--- src/rtl/dial_lock_pkg.sv ---
package dial_lock_pkg;

    localparam int POS_W   = 5;
    localparam int STEPS   = 3;
    localparam int STATE_W = $clog2(STEPS + 1);

    localparam logic             STEP0_RIGHT = 1'b1;
    localparam logic [POS_W-1:0] STEP0_POS   = POS_W'(13);
    localparam logic             STEP1_RIGHT = 1'b0;
    localparam logic [POS_W-1:0] STEP1_POS   = POS_W'(22);
    localparam logic             STEP2_RIGHT = 1'b1;
    localparam logic [POS_W-1:0] STEP2_POS   = POS_W'(3);

    typedef enum logic [STATE_W-1:0] {
        LK_IDLE  = 2'd0,
        LK_ONE   = 2'd1,
        LK_TWO   = 2'd2,
        LK_OPEN  = 2'd3
    } lock_state_t;

    typedef struct packed {
        logic             right;
        logic [POS_W-1:0] pos;
    } dial_op_t;

    function automatic dial_op_t expected_op(input lock_state_t st);
        dial_op_t r;
        case (st)
            LK_IDLE: begin r.right = STEP0_RIGHT; r.pos = STEP0_POS; end
            LK_ONE:  begin r.right = STEP1_RIGHT; r.pos = STEP1_POS; end
            LK_TWO:  begin r.right = STEP2_RIGHT; r.pos = STEP2_POS; end
            default: begin r.right = 1'b0;        r.pos = '0;        end
        endcase
        return r;
    endfunction

    function automatic lock_state_t advance(input lock_state_t st);
        return lock_state_t'(st + 1'b1);
    endfunction

endpackage

--- src/rtl/dial_step_match.sv ---
module dial_step_match
    import dial_lock_pkg::*;
(
    input  lock_state_t state,
    input  dial_op_t    op,
    output logic        hit
);
    dial_op_t want;

    always_comb begin
        want = expected_op(state);
        // both direction and number must agree
        hit  = (state != LK_OPEN) && (op.right == want.right) && (op.pos == want.pos);
    end
endmodule

--- src/rtl/dial_lock_next.sv ---
module dial_lock_next
    import dial_lock_pkg::*;
(
    input  lock_state_t state,
    input  logic        op_valid,
    input  logic        hit,
    input  logic        relock,
    output lock_state_t state_nx
);
    always_comb begin
        state_nx = state;
        if (relock) begin
            state_nx = LK_IDLE;
        end else if (op_valid) begin
            if (state == LK_OPEN)
                state_nx = LK_OPEN;
            else if (hit)
                state_nx = advance(state);
            else
                state_nx = LK_IDLE;
        end
    end
endmodule

--- src/rtl/dial_lock_state_reg.sv ---
module dial_lock_state_reg
    import dial_lock_pkg::*;
(
    input  logic        clk,
    input  logic        rst,
    input  lock_state_t state_nx,
    output lock_state_t state
);
    always_ff @(posedge clk) begin
        if (rst) state <= LK_IDLE;
        else     state <= state_nx;
    end
endmodule

--- src/rtl/dial_lock.sv ---
module dial_lock
    import dial_lock_pkg::*;
(
    input  logic             clk,
    input  logic             rst,
    input  logic             op_valid,
    input  logic             op_right,
    input  logic [POS_W-1:0] op_pos,
    input  logic             relock,
    output logic             unlocked
);
    lock_state_t state;
    lock_state_t state_nx;
    dial_op_t    op;
    logic        hit;

    assign op.right = op_right;
    assign op.pos   = op_pos;

    dial_step_match u_match (
        .state (state),
        .op    (op),
        .hit   (hit)
    );

    dial_lock_next u_next (
        .state    (state),
        .op_valid (op_valid),
        .hit      (hit),
        .relock   (relock),
        .state_nx (state_nx)
    );

    dial_lock_state_reg u_reg (
        .clk      (clk),
        .rst      (rst),
        .state_nx (state_nx),
        .state    (state)
    );

    // the open output decodes the register only
    assign unlocked = (state == LK_OPEN);
endmodule

--- config.mk ---
export PLATFORM = sky130hd
export DESIGN_NAME = dial_lock
export DESIGN_NICKNAME = d
export VERILOG_FILES = /design/src/rtl/dial_lock_pkg.sv /design/src/rtl/dial_step_match.sv /design/src/rtl/dial_lock_next.sv /design/src/rtl/dial_lock_state_reg.sv /design/src/rtl/dial_lock.sv
export SDC_FILE = /design/constraint.sdc
export NUM_CORES = 1
export LEC_CHECK = 0
export BUFFER_PORTS_ARGS = -buffer_cell sky130_fd_sc_hd__buf_2
export CORE_AREA = 2 2 39 41
export DETAILED_ROUTE_END_ITERATION = 10
export DIE_AREA = 0 0 41 43
export PLACE_DENSITY = 0.45
export RECOVER_POWER = 25
export SETUP_SLACK_MARGIN = 0.5
export SLEW_MARGIN = 25
export SYNTH_ARGS = -nofsm -noshare
export SYNTH_HDL_FRONTEND = slang
export SYNTH_HIERARCHICAL = 1
export SYNTH_SLANG_ARGS = --single-unit
--- constraint.sdc ---
create_clock -name clk -period 4.6 [get_ports clk]
set_clock_uncertainty 0.2 [all_clocks]
set_input_delay 0.69 -clock clk [delete_from_list [all_inputs] [get_ports clk]]
set_output_delay 0.69 -clock clk [all_outputs]
set_load 0.02 [all_outputs]
==> impl_metrics.json, run 1 <==
{
  "outcome": "complete, no violations",
  "die_y_um": 43,
  "period_minus_slack_ps": 2250,
  "synth.avg_cell_area_sq_um": 8.80,
  "initial_utilization_pct": 21.0,
  "post_cts_resized": 0,
  "p_int_w": 0.0000529,
  "htreeDepth": 1,
  "diodes": 0,
  "gp_congestion": 0.634,
  "port_buffers": 10,
  "p_switching_w": 0.0000169,
  "worstHoldPathCells": 2,
  "hold_end": "u_reg/state[1]",
  "ys_types": 20,
  "ys_seq_area_share_pct": 13.8,
  "rrSetupSlack_ps": 2350,
  "crit_required_ps": 4570,
  "cts_setup_buffers": 0,
  "numCtsBuffers": 3,
  "drcViolationCount": 0,
  "die-area_sq_mm": 0.00176,
  "cts_tree": "built",
  "syn_to_final_growth_pct": 31.5,
  "routed_wl_um": 540,
  "die-width_um": 41,
  "largest_reg_flops": 2,
  "cpMaxStageDelayCell": "dfxtp_1",
  "fp.coreArea_sq_mm": 0.00138,
  "ios": 11,
  "crit-reg2reg-capture": "u_reg/state[1]",
  "cp-start-kind": "flop",
  "synth_area_sq_um": 290,
  "tns_ps": 0,
  "grt_max_degree": 8,
  "max_stage_delay_ps": 430,
  "seq_power_share_pct": 26.2,
  "drtAntennaViolNets": 0,
  "gr-total-overflow": 0,
  "nets": 64,
  "first_global_vias": 238,
  "crit_family": "compound AO/OA/AOI/OAI gates",
  "vias": 267,
  "crit_chain": "inv_1, ha_1, or3b_1, o32ai_2, o21a_1, a21oi_1, a211oi_1, nor2b_1",
  "drt-initial-drc-count": 2,
  "clkTransAtPathRegs_ps": 30,
  "maxSlewHeadroom_pct": 83.5,
  "clock.fmax_mhz": 444,
  "cts.sinks": 2,
  "setup_viol": 0,
  "rsz0062_at_grt": "no",
  "largest-register": "u_reg/state",
  "hold_buffers": 0,
  "peakVddDrop_mv": 0.0735,
  "reg2regPathDepth": 8,
  "crit_type": "reg -> reg",
  "synth_nets": 49,
  "hold_violations": 0,
  "yosys_warnings": 6,
  "ys_seq_elements": 2,
  "power_density_mw_per_mm2": 183,
  "p_leak_nw": 0.173,
  "crit_arrival_ps": 2220,
  "tightest_slew_ps": 246,
  "worst-path-buf-inv": 1,
  "critical_path_peak_fanout": 7,
  "switching_share_pct": 24.2,
  "place_area_sq_um": 360,
  "reg_top3": "u_reg/state: 2 flops",
  "via_per_inst": 4.31,
  "cts_max_path_buffers": 2,
  "final_area_sq_um": 382,
  "avgRoutedWirePerCell_um": 8.71,
  "worstHoldStart": "rst",
  "synthCells": 33,
  "fin_crit_sh_pct": 49.0,
  "cap_viol_max_count": 0,
  "cp_num_cells": 8,
  "hpwlAfterDp_um": 426,
  "insertion_delay_ps": 230,
  "slew_violations": 0,
  "worstReg2RegStart": "u_reg/state[1]",
  "grt_usage_pct": 7.21,
  "power_frac_comb_pct": 17.2,
  "crit_path_end_kind": "flop",
  "fill_cells": 157,
  "grt_pass1_wl_um": 855,
  "clkPwrFrac_pct": 56.7,
  "cts-root-buf": "clkbuf_4",
  "post_route_cells_drive_above_1_share_pct": 30.4,
  "dr.pass1.iters": 2,
  "num_rows": 14,
  "antenna_found_initial": 0,
  "hold_path_class": "in -> reg"
}
-- routing by layer --
layer / up-vias / track usage (%) / wire, um
met1: 114 / 8.63 / 249
met3: 2 / 0 / 23
met2: 8 / 11.3 / 250
met4: 0 / 6.00 / 17
met5: - / 0 / 0
li1: 143 / - / -
-- how the worst max path moves through the flow --
stage | endpoint | slack, ps | startpoint
5_1_grt | u_reg/state[1] | 2210 | u_reg/state[1]
4_1_cts | u_reg/state[1] | 2330 | u_reg/state[1]
6_report | u_reg/state[1] | 2350 | u_reg/state[1]
3_5_place_dp | u_reg/state[1] | 2340 | u_reg/state[1]
2_1_floorplan | u_reg/state[1] | 2510 | u_reg/state[1]
3_3_place_gp | u_reg/state[1] | 2330 | u_reg/state[1]
-- worst reg2reg max path, delay by kind of cell (launching register included) --
family          cells  cell delay [ps]
compound gates      4              660
simple gates        2              540
flops               1              430
fa+ha+maj           1              250
buf+inv             1              120
-- power groups by stage --
stage | clock (W) | combinational (W) | sequential, W
floorplan | 0 | 0.00000601 | 0.0000184
global placement | 0 | 0.0000120 | 0.0000185
detailed placement | 0 | 0.0000119 | 0.0000185
CTS | 0.0000414 | 0.0000121 | 0.0000183
global route | 0.0000413 | 0.0000136 | 0.0000183
finish | 0.0000396 | 0.0000120 | 0.0000183
-- kinds of logic after synthesis --
kind of cell | Yosys count | synth area share [%]
adder cells (fa/ha/maj) | 6 | 25.9
buffers and inverters | 2 | 2.59
AO/OA/AOI/OAI | 6 | 17.2
AND/OR/NAND/NOR | 13 | 28.4
flip-flops | 2 | 13.8
XOR/XNOR | 4 | 12.1
-- synthesized netlist by cell type (all sizes together) --
cell type | count | area share, %
ha | 6 | 26
xor2 | 4 | 12
nor2b | 3 | 6.5
a21oi | 2 | 3.4
dfxtp | 2 | 14
inv | 2 | 2.6
a211oi | 1 | 2.6
and2 | 1 | 2.2
nand2 | 1 | 1.3
nand3 | 1 | 1.7
nand4bb | 1 | 3.9
nor2 | 1 | 1.3
nor3 | 1 | 1.7
nor4 | 1 | 2.2
o21a | 1 | 2.6
o21ai | 1 | 3.0
o32ai | 1 | 5.6
or2b | 1 | 2.6
or3 | 1 | 2.2
or3b | 1 | 3.0
-- layout make-up --
class | count | area, sq um | area share [%]
multi-input combinational | 29 | 243 | 63.6
inverter | 2 | 7.51 | 1.97
sequential | 2 | 40.0 | 10.5
clock buffer | 3 | 22.5 | 5.90
timing repair buffer | 10 | 48.8 | 12.8
tap | 16 | 20.0 | 5.25
-- layout by cell type (no fill, tap or decap) --
| cell type | count |
|---|---|
| buf_2 | 9 |
| ha_1 | 6 |
| xor2_1 | 4 |
| clkbuf_4 | 3 |
| nor2b_1 | 3 |
| inv_1 | 2 |
| a21oi_1 | 2 |
| dfxtp_1 | 2 |
| and2_1 | 1 |
| clkbuf_1 | 1 |
| nand2_1 | 1 |
| or3b_1 | 1 |
| nand3_1 | 1 |
| o32ai_2 | 1 |
| or3_1 | 1 |
| nor3_1 | 1 |
| nor4_1 | 1 |
| o21a_1 | 1 |
| or2b_1 | 1 |
| nand4bb_1 | 1 |
| o21ai_2 | 1 |
| nor2_1 | 1 |
| a211oi_1 | 1 |
-- per-stage QoR --
stage | total power (W) | setup WS, ps | hold slack [ps] | std cells | utilization, %
3_5_place_dp | 0.0000305 | 2340 | 497 | 59 | 26.0
5_1_grt | 0.0000732 | 2210 | 438 | 62 | 27.6
4_1_cts | 0.0000718 | 2330 | 428 | 62 | 27.7
3_3_place_gp | 0.0000305 | 2330 | 498 | 59 | 26.0
6_report | 0.0000698 | 2350 | 433 | 62 | 27.6
2_1_floorplan | 0.0000244 | 2510 | 443 | 33 | -
Note: power is estimated with default switching activity, not from simulation.
==> run 2: changes to the inputs <==
--- a/config.mk
+++ b/config.mk
@@ -9,7 +9,7 @@
 export CORE_AREA = 2 2 39 41
 export DETAILED_ROUTE_END_ITERATION = 10
 export DIE_AREA = 0 0 41 43
-export PLACE_DENSITY = 0.45
+export PLACE_DENSITY = 0.46
 export RECOVER_POWER = 25
 export SETUP_SLACK_MARGIN = 0.5
 export SLEW_MARGIN = 25
==> constraint.sdc (replaced) <==
create_clock -name clk -period 1.8 [get_ports clk]
set_clock_uncertainty 0.2 [all_clocks]
set_input_delay 0.27 -clock clk [delete_from_list [all_inputs] [get_ports clk]]
set_output_delay 0.27 -clock clk [all_outputs]
set_load 0.02 [all_outputs]
==> impl_metrics.json, run 2 (synthesized netlist as in run 1, its figures left out) <==
{
  "peakVddDrop_mv": 0.267,
  "drcViolationCount": 0,
  "fp.coreArea_sq_mm": 0.00138,
  "outcome": "finished with violations",
  "violations": "negative setup slack",
  "gp_congestion": 0.602,
  "insertion_delay_ps": 230,
  "nets": 73,
  "tightest_slew_ps": 283,
  "crit_path_end_kind": "flop",
  "cp-start-kind": "flop",
  "via_per_inst": 4.50,
  "worst_slack_ps": -170,
  "largest_reg_flops": 2,
  "port_buffers": 10,
  "dr.pass1.iters": 1,
  "hold_path_class": "in -> reg",
  "crit_required_ps": 1760,
  "period_minus_slack_ps": 1970,
  "cts_tree": "built",
  "fin_util_pct": 38.2,
  "crit_type": "reg -> reg",
  "htreeDepth": 1,
  "reg_top3": "u_reg/state: 2 flops",
  "avgRoutedWirePerCell_um": 9.61,
  "vias": 324,
  "die-width_um": 41,
  "final_area_sq_um": 529,
  "mostFrequentLayoutCell": "buf_2",
  "maxSlewHeadroom_pct": 81.0,
  "grt_max_degree": 5,
  "post_route_cells_drive_above_1_share_pct": 58.9,
  "place_area_sq_um": 433,
  "critical_path_peak_fanout": 3,
  "hold_violations": 0,
  "whs_ps": 129,
  "cap_viol_max_count": 0,
  "gr-total-overflow": 0,
  "numCtsBuffers": 3,
  "first_global_vias": 339,
  "layout_common_cells": "buf_2 (9), buf_4 (7), xor2_1 (4)",
  "p_leak_nw": 0.234,
  "die_y_um": 43,
  "power_density_mw_per_mm2": 373,
  "routed_wl_um": 692,
  "slew_violations": 0,
  "cts.sinks": 2,
  "largest-register": "u_reg/state",
  "pre_cts_slack_ps": -266,
  "clkTransAtPathRegs_ps": 30,
  "fin_crit_sh_pct": 109,
  "antenna_found_initial": 0,
  "initial_utilization_pct": 21.0,
  "grt_pass1_wl_mm": 1.19,
  "die-area_sq_mm": 0.00176,
  "setup_viol": 2,
  "ios": 11,
  "drtAntennaViolNets": 0,
  "drt-initial-drc-count": 0,
  "cts_max_path_buffers": 2,
  "cts-root-buf": "clkbuf_4",
  "crit_arrival_ps": 1930,
  "syn_to_final_growth_pct": 82.3,
  "diodes": 0,
  "hpwlAfterDp_um": 488,
  "clock.fmax_mhz": 508,
  "grt_usage_pct": 10.5,
  "num_rows": 14,
  "rsz0062_at_grt": "yes"
}
run 2: cell count changes in the layout (fill, tap and decap cells not counted), moves of 2 or more:
cell,previous run,this run
buf_4,0,7
buf_6,0,2
dfxtp_1,2,0
dfxtp_4,0,2
ha_1,6,2
ha_4,0,3
inv_1,2,0
run 2: final timing paths:
| kind | start | endpoint | slack, ps | cells after the start |
|---|---|---|---|---|
| worst min register to register | u_reg/state[0] | u_reg/state[0] | 650 | 4 |
| worst max-delay path | u_reg/state[1] | u_reg/state[0] | -170 | 9 |
| worst min-delay path | relock | u_reg/state[1] | 130 | 3 |
| worst max register to register | u_reg/state[1] | u_reg/state[0] | -170 | 9 |
run 2: worst max-delay path, cell delays in order, from the launching register on:
cell       delay [ps]
dfxtp_4           370
inv_4              50
ha_4              160
or3b_1            360
o32ai_2           200
o21a_1            160
buf_4             100
nand4bb_1         100
o21ai_2            70
nor2b_1           120
run 2: timing repair:
item / 4_1_cts / 5_1_grt
pin swaps: 3 / 2
setup buffers: 1 / 0
resized for setup: 8 / 4
hold buffers: 1 / 0
endpoints found under the hold margin: 1 / 0
endpoints found under the setup margin: 3 / 3
run 2: area by class of cell:
cell class | count | area [sq um]
multi-input combinational | 29 | 290
inverter | 2 | 15.0
timing repair buffer | 19 | 130
fill | 153 | 855
sequential | 2 | 47.5
clock buffer | 4 | 26.3
tap | 16 | 20.0
run 2: metal layers:
| metal | up-vias | GRT usage [%] | wire length [um] |
|---|---|---|---|
| met2 | 9 | 18.8 | 396 |
| met4 | 0 | 8.00 | 0 |
| met3 | 0 | 3.66 | 43 |
| li1 | 166 | - | - |
| met5 | - | 0 | 0 |
| met1 | 149 | 8.28 | 252 |
run 2: stage by stage:
stage               TNS, ps  cells  total power (W)
finish                 -331     72         0.000198
global route           -551     72         0.000216
CTS                    -435     72         0.000201
detailed placement     -491     66        0.0000816
global placement       -498     66        0.0000816
floorplan             -98.9     33        0.0000622
run 2: power by group:
group	switching, W	internal [W]
combinational	0.0000176	0.0000241
sequential	0.00000127	0.0000429
clock	0.0000291	0.0000826
total	0.0000480	0.000150
==> run 3: changes to the inputs <==
--- a/config.mk
+++ b/config.mk
@@ -7,6 +7,7 @@
 export LEC_CHECK = 0
 export BUFFER_PORTS_ARGS = -buffer_cell sky130_fd_sc_hd__buf_2
 export CORE_AREA = 2 2 39 41
+export CTS_BUF_LIST = sky130_fd_sc_hd__clkbuf_8 sky130_fd_sc_hd__clkbuf_16
 export DETAILED_ROUTE_END_ITERATION = 10
 export DIE_AREA = 0 0 41 43
 export PLACE_DENSITY = 0.46
==> impl_metrics.json, run 3 (synthesized netlist as in run 1, its figures left out) <==
{
  "fin_crit_sh_pct": 111,
  "via_per_inst": 4.50,
  "worstReg2RegStart": "u_reg/state[1]",
  "drtAntennaViolNets": 0,
  "grt_usage_pct": 9.71,
  "crit_path_end_kind": "flop",
  "rrSetupSlack_ps": -200,
  "hold_end": "u_reg/state[1]",
  "period_minus_slack_ps": 2000,
  "crit_type": "reg -> reg",
  "reg_top3": "u_reg/state: 2 flops",
  "antenna_found_initial": 0,
  "top_usage_layer": "met2",
  "htreeDepth": 1,
  "peakVddDrop_mv": 0.364,
  "mostFrequentLayoutCell": "buf_2",
  "drcViolationCount": 0,
  "nets": 73,
  "insertion_delay_ps": 210,
  "drt-initial-drc-count": 0,
  "avgRoutedWirePerCell_um": 9.67,
  "fill_cells": 149,
  "worstHoldStart": "rst",
  "post_route_cells_drive_above_1_share_pct": 60.7,
  "grt_pass1_wl_mm": 1.15,
  "numCtsBuffers": 3,
  "clkTransAtPathRegs_ps": 30,
  "gr-total-overflow": 0,
  "use_met2_pct": 17.8,
  "initial_utilization_pct": 21.0,
  "violations": "negative setup slack",
  "hold_violations": 0,
  "rsz0062_at_grt": "yes",
  "cp-start-kind": "flop",
  "crit_arrival_ps": 1930,
  "cts_max_path_buffers": 2,
  "num_rows": 14,
  "fin_util_pct": 39.7,
  "setup_viol": 2,
  "die_y_um": 43,
  "diodes": 0,
  "tns_ps": -355,
  "power_density_mw_per_mm2": 484,
  "slew_violations": 0,
  "grt_max_degree": 5,
  "hold_path_class": "in -> reg",
  "worst_slack_ps": -199,
  "cap_viol_max_count": 0,
  "layout_common_cells": "buf_2 (9), buf_4 (7), xor2_1 (4)",
  "maxSlewHeadroom_pct": 81.0,
  "hpwlAfterDp_um": 488,
  "cts_tree": "built",
  "first_global_vias": 323,
  "gp_congestion": 0.602,
  "routed_wl_um": 696,
  "met3_usage_pct": 1.57,
  "cts-root-buf": "clkbuf_8",
  "reg2regPathDepth": 9,
  "crit-reg2reg-capture": "u_reg/state[0]",
  "clock.fmax_mhz": 500,
  "outcome": "finished with violations",
  "ios": 11,
  "fp.coreArea_sq_mm": 0.00138,
  "tightest_slew_ps": 283,
  "crit_required_ps": 1730,
  "dr.pass1.iters": 1,
  "gr-usage-met1_pct": 8.92,
  "hold_buffers": 0,
  "port_buffers": 10,
  "worstHoldPathCells": 2,
  "syn_to_final_growth_pct": 89.2,
  "vias": 324,
  "die-width_um": 41,
  "largest-register": "u_reg/state",
  "p_leak_nw": 0.247,
  "cts.sinks": 2,
  "whs_ps": 24.6,
  "critical_path_peak_fanout": 3,
  "largest_reg_flops": 2,
  "die-area_sq_mm": 0.00176
}
==> run 3: cell count changes in the layout (fill, tap and decap cells not counted), sizes merged <==
cell	delta
dlygate4sd3	-1
inv	+1
buf	+1
clkbuf	-1
==> run 3: cell type report <==
cell class / count / area, sq um / share of cell area, %
Multi-Input combinational cell: 29 / 290 / 52.8
Timing Repair Buffer: 19 / 131 / 23.9
Sequential cell: 2 / 47.5 / 8.66
Clock buffer: 3 / 41.3 / 7.52
Tap cell: 16 / 20.0 / 3.64
Inverter: 2 / 15.0 / 2.73
Clock inverter: 1 / 3.75 / 0.683
==> run 3: stage by stage <==
stage                     power (W)  instance area (sq um)  std cells  setup WS [ps]
after CTS                  0.000269                    524         71           -221
after floorplan           0.0000622                    310         33          -98.9
after global placement    0.0000816                    433         66           -274
final                      0.000266                    549         72           -199
after global routing       0.000281                    549         72           -309
after detailed placement  0.0000816                    433         66           -266
==> run 3: worst max-delay path by stage <==
stage / end / slack, ps / cells past startpoint / start
floorplan: u_reg/state[1] / -100 / 8 / u_reg/state[1]
global route: u_reg/state[0] / -310 / 9 / u_reg/state[1]
finish: u_reg/state[0] / -200 / 9 / u_reg/state[1]
global placement: u_reg/state[1] / -270 / 8 / u_reg/state[0]
CTS: u_reg/state[1] / -220 / 8 / u_reg/state[1]
detailed placement: u_reg/state[1] / -270 / 8 / u_reg/state[0]
==> run 3: what timing repair did <==
item,in CTS,in global routing
setup buffers,1,1
pin swaps,3,2
resized for setup,8,5
setup endpoints to repair,3,3
==> run 3: critical path: stages, from the launching register on <==
cell and delay [ps]:
dfxtp_4 370, inv_4 50, ha_4 160, or3b_1 360, o32ai_2 200, o21a_1 160, buf_4 100, nand4bb_1 100
o21ai_2 80, nor2b_1 130
==> run 3: report_power, final <==
group / switching [W] / internal (W) / total [W] / leakage, nW
clock network: 0.0000357 / 0.000144 / 0.000180 / 0.0269
registers: 0.00000130 / 0.0000430 / 0.0000443 / 0.0178
logic: 0.0000177 / 0.0000238 / 0.0000415 / 0.203
==> run 3: routing by layer <==
metal	part of all wire (%)	routed length, um	vias up
met4	0	0	0
met3	5.3	37	0
li1	-	-	165
met2	57	395	9
met1	38	263	150
met5	0	0	-
